===== config.mk =====
export PLATFORM = sky130hd
export DESIGN_NAME = flash_bitbang_port
export DESIGN_NICKNAME = d
export VERILOG_FILES = /design/src/rtl/flash_bitbang_port.sv
export SDC_FILE = /design/constraint.sdc
export NUM_CORES = 1
export LEC_CHECK = 0
export BUFFER_PORTS_ARGS = -buffer_cell sky130_fd_sc_hd__buf_2
export CORE_AREA = 3 3 53 55
export CTS_CLUSTER_DIAMETER = 200
export DETAILED_ROUTE_END_ITERATION = 12
export DIE_AREA = 0 0 56 58
export GPL_TIMING_DRIVEN = 0
export PLACE_DENSITY = 0.78
export SYNTH_ARGS = -nofsm -noshare
export SYNTH_HDL_FRONTEND = slang
export SYNTH_SLANG_ARGS = --single-unit

===== constraint.sdc =====
create_clock -name clk -period 1.8 [get_ports clk]
set_input_delay 0.09 -clock clk [delete_from_list [all_inputs] [get_ports clk]]
set_output_delay 0.09 -clock clk [all_outputs]
set_load 0.02 [all_outputs]

===== src/rtl/flash_bitbang_port.sv =====
module flash_bitbang_port #(
  parameter int          DATA_W      = 32,
  parameter int          HALF_CYC    = 4,
  parameter int          SYNC_STAGES = 2,
  parameter logic [7:0]  ERASE_OP    = 8'hC7
) (
  input  logic              clk,
  input  logic              por_n,
  input  logic              sw_rst,
  input  logic              wr_en,
  input  logic [DATA_W-1:0] wdata,
  output logic [DATA_W-1:0] rdata,
  input  logic [1:0]        lock,
  output logic              flash_sck,
  output logic              flash_ce_n,
  output logic              flash_si,
  input  logic              flash_so
);
  localparam int CNT_W = (HALF_CYC > 1) ? $clog2(HALF_CYC) : 1;
  localparam int B_SCK = 0;
  localparam int B_CE  = 1;
  localparam int B_SI  = 2;
  localparam int B_SO  = 3;
  localparam int B_ERS = 4;
  localparam int B_BSY = 5;

  typedef enum logic [2:0] {S_IDLE, S_SEL, S_LO, S_HI, S_END} seq_t;

  logic [2:0]             ctl_q;
  logic [SYNC_STAGES-1:0] so_pipe;
  seq_t                   st;
  logic [CNT_W-1:0]       tick;
  logic [2:0]             bit_idx;
  logic                   busy, last_tick, erase_go, shifting;

  assign busy      = (st != S_IDLE);
  assign last_tick = (tick == CNT_W'(HALF_CYC - 1));
  assign erase_go  = wr_en && wdata[B_ERS] && (lock == 2'b00) && !busy;
  assign shifting  = (st == S_LO) || (st == S_HI);

  wire unused_bits = ^{wdata[DATA_W-1:B_SO+1] & {(DATA_W-B_SO-1){1'b0}}, wdata[B_SO], sw_rst};

  always_ff @(posedge clk or negedge por_n)
    if (!por_n)               ctl_q <= '0;
    else if (wr_en && !busy)  ctl_q <= {wdata[B_SI], wdata[B_CE], wdata[B_SCK]};

  always_ff @(posedge clk or negedge por_n)
    if (!por_n) so_pipe <= '0;
    else        so_pipe <= {so_pipe[SYNC_STAGES-2:0], flash_so};

  always_ff @(posedge clk or negedge por_n) begin
    if (!por_n) begin
      st      <= S_IDLE;
      tick    <= '0;
      bit_idx <= 3'd7;
    end else if (st == S_IDLE) begin
      if (erase_go) begin
        st      <= S_SEL;
        tick    <= '0;
        bit_idx <= 3'd7;
      end
    end else if (last_tick) begin
      tick <= '0;
      case (st)
        S_SEL: st <= S_LO;
        S_LO:  st <= S_HI;
        S_HI: begin
          if (bit_idx == 3'd0) st <= S_END;
          else begin
            bit_idx <= bit_idx - 3'd1;
            st      <= S_LO;
          end
        end
        default: st <= S_IDLE;
      endcase
    end else begin
      tick <= tick + CNT_W'(1);
    end
  end

  assign flash_sck  = busy ? (st == S_HI) : ctl_q[0];
  assign flash_ce_n = busy ? 1'b0 : ~ctl_q[1];
  assign flash_si   = shifting ? ERASE_OP[bit_idx] : (busy ? 1'b0 : ctl_q[2]);

  always_comb begin
    rdata        = '0;
    rdata[B_SCK] = ctl_q[0];
    rdata[B_CE]  = ctl_q[1];
    rdata[B_SI]  = ctl_q[2];
    rdata[B_SO]  = so_pipe[SYNC_STAGES-1];
    rdata[B_BSY] = busy;
  end

  p_sck_write_r1: assert property (@(posedge clk) disable iff (!por_n)
    (wr_en && !busy && !(wdata[B_ERS] && lock == 2'b00)) |=> (flash_sck == $past(wdata[B_SCK])));

  p_swrst_hold_r4: assert property (@(posedge clk) disable iff (!por_n)
    (sw_rst && !wr_en) |=> $stable(rdata[2:0]));

  p_busy_selects_r5: assert property (@(posedge clk) disable iff (!por_n)
    rdata[B_BSY] |-> !flash_ce_n);

  p_erase_start_r6: assert property (@(posedge clk) disable iff (!por_n)
    (wr_en && wdata[B_ERS] && lock == 2'b00 && !rdata[B_BSY]) |=> (rdata[B_BSY] && !flash_ce_n));

  p_locked_no_erase_r6: assert property (@(posedge clk) disable iff (!por_n)
    (wr_en && wdata[B_ERS] && lock != 2'b00 && !rdata[B_BSY]) |=> !rdata[B_BSY]);

  p_busy_freeze_r8: assert property (@(posedge clk) disable iff (!por_n)
    (rdata[B_BSY] && wr_en) |=> $stable(rdata[2:0]));
endmodule


==> flow_metrics.tcl <==
set metrics [dict create \
    end_kind "output port" \
    leakage_nw 0.6349 \
    yosysSeqAreaShare_pct 35.40 \
    start_util_pct 38.22 \
    yosys_warnings 0 \
    timing.hold.ws_ps 21.44 \
    synth_top_area_cell "dfrtp_1" \
    setup_ws_ps 182.6 \
    clockPowerShare_pct 30.6 \
    root_buffer "clkbuf_4" \
    synth_async_sr_flop_share_pct 100.0 \
    h-tree-depth 1 \
    gp_congestion 0.8322 \
    cts_sinks 13 \
    power.density_nw_per_um2 501.4 \
    fin_skew_ps 0.4310 \
    startpoint_type "flip-flop" \
    synth-simple-area-share_pct 14.94 \
    yosys.area.top_type_share_pct 26.92 \
    power.combinational.fraction_pct 20.4 \
    finalCriticalPeriod_ps 1617 \
    status "finished clean" \
    clock.fmax_mhz 618.3 \
    synth-edff-count 0 \
    die_h_um 58 \
    finalSetupViolCount 0 \
    tightest_slew_ps 675.9 \
    grt_remaining_overflow 0 \
    synth_area_leaders "dfrtp_1 27%, buf_4 23%, dfstp_2 8.5%" \
    synth_adder_area_share_pct 5.384 \
    peakVddDrop_mv 0.3909 \
    clk_latency_ps 280 \
    grt_max_degree 14 \
    maxCapViolations 0 \
    slew_headroom_pct 54.33 \
    numPortBuffers 17 \
    avgSynthCellArea_um2 9.390 \
    rsz0062_at_grt "no" \
    power.internal_w 0.0004330 \
    dp_hpwl_um 1414 \
    fin_crit_sh_pct 89.86 \
    n_antenna_cell 0 \
    hold_viol 0 \
    fin_tns_setup_ps 0 \
    synth_cells 99 \
    synth_top_family_by_area "buffers and inverters" \
    synth_compound_area_share_pct 13.59 \
    syn_area_um2 929.6 \
    core_um2 2432 \
    p_sw_w 0.0001680 \
    synth.area.mux_share_pct 3.634 \
    vias 771 \
    hold_class "input pin to flip-flop" \
    wl_um 1734 \
    die_width_um 56 \
    drc 0 \
    dr.pass1.iters 4 \
    switching_share_pct 27.95 \
    crit_type "flip-flop to output port" \
    post_drt_wl_per_cell_um 9.742 \
    grt_usage_pct 11.39 \
    yosys-top-cells-count "29 x buf_4, 10 x dfrtp_1, 7 x nor2_1" \
    design.die.area_um2 3248 \
    clk_pin_slew_ps 80 \
    clk_path_buf_depth 2 \
    postCtsSetupRepairBufs 0 \
    synth_seq_cells 13 \
    fin_nets 192 \
    antenna_found_initial 0 \
    cts_buffers 3 \
    ys.flop_type "dfrtp_1" \
    cp_max_fo 10 \
    grt_pass1_wl_um 2980 \
    slew_violations 0 \
    first_global_vias 684 \
    detail-route-antenna-nets 0 \
    power_frac_seq_pct 49.1 \
    io_pins 74 \
    viasPerCell 4.331 \
    drt_iter0_drc 23 \
    synth-xor-area-share_pct 0 \
    drive_above_1_share_pct 41.89 \
    crit_arrival_ps 1530 \
    synth_cell_types 32 \
    cts_tree "yes" \
    synth_most_common_cell "buf_4" \
    rows 18 \
    preCtsSetupSlack_ps 320.2 \
    cp.required_ps 1710 \
    area_delta_synth_final_pct 28.94 \
]
## sequential cells by signal, summed over array words and instances, names as in the netlist
signal,count
tick,2
st,3
ctl_q,3
so_pipe,2
bit_idx,3
## layout make-up
| cell class | count | area [um2] |
|---|---|---|
| fillers | 232 | 1234 |
| multi-input cells | 76 | 452.9 |
| flip-flops and latches | 13 | 329.1 |
| plain buffers | 32 | 232.7 |
| repair buffers | 19 | 105.1 |
| well taps | 30 | 37.54 |
| clock buffers | 4 | 26.28 |
| inverters | 4 | 15.01 |
## cells in the final DEF, fill, tap and decap left out, drive strengths merged, types with 3 or more instances in the layout
| master | count |
|---|---|
| dfrtp | 10 |
| nand2 | 5 |
| clkbuf | 4 |
| o21ai | 4 |
| mux2 | 3 |
| a21oi | 6 |
| nor2 | 7 |
| ha | 4 |
| inv | 4 |
| dfstp | 3 |
| buf | 49 |
| conb | 27 |
## worst max-delay path: stages, from the launching register on
cell and delay, ps:
dfrtp_1 410, buf_2 190, nor2_2 230, nand2_1 80, a21oi_1 150, buf_2 180
## per-layer routing
| layer | track usage [%] | wire length [um] |
|---|---|---|
| met1 | 12.80 | 690 |
| met3 | 1.782 | 185 |
| met5 | 0 | 0 |
| met2 | 21.20 | 821 |
| met4 | 5.085 | 37 |
## final timing paths
kind | slack [ps] | from | depth (start not counted) | endpoint
max | 180 | st[1]$_DFFE_PN0P_ | 5 | flash_sck
min | 20 | wdata[2] | 2 | ctl_q[2]$_DFFE_PN0P_
max reg2reg | 300 | bit_idx[0]$_DFFE_PN1P_ | 6 | bit_idx[1]$_DFFE_PN1P_
min reg2reg | 350 | so_pipe[0]$_DFF_PN0_ | 0 | so_pipe[1]$_DFF_PN0_
max in group asynchronous | 1300 | por_n | 2 | bit_idx[2]$_DFFE_PN1P_
min in group asynchronous | 220 | por_n | 2 | ctl_q[0]$_DFFE_PN0P_
## what timing repair did
item | in CTS | in global routing
endpoints found under the setup margin | 0 | 2
hold endpoints to repair | 14 | 0
resized for setup | 0 | 1
hold buffers | 2 | 0
## stage by stage
stage,util [%],std cells,instance area (um2),total power [W]
3_5_place_dp,47.27,172,1150,0.0004179
4_1_cts,49.18,178,1196,0.0006049
3_3_place_gp,47.27,172,1150,0.0004170
2_1_floorplan,-,125,1027,0.0003999
6_report,49.28,178,1199,0.0006010
5_1_grt,49.28,178,1199,0.0006238
## kinds of logic (layout without fill, tap and decap cells)
family          count (synthesis)  count (layout)
mux                             3               3
buf+inv                        36              59
flops                          13              13
simple gates                   23              23
compound gates                 19              19
fa+ha+maj                       4               4
other cells                     1              27
## power by group through the flow
stage / clock [W] / combinational, W / sequential [W]
6_report: 0.000184 / 0.000122 / 0.000295
5_1_grt: 0.000196 / 0.000133 / 0.000295
3_5_place_dp: 0 / 0.000117 / 0.000300
2_1_floorplan: 0 / 0.0000995 / 0.000300
3_3_place_gp: 0 / 0.000117 / 0.000300
4_1_cts: 0.000189 / 0.000121 / 0.000295
Note: power is estimated with default switching activity, not from simulation.
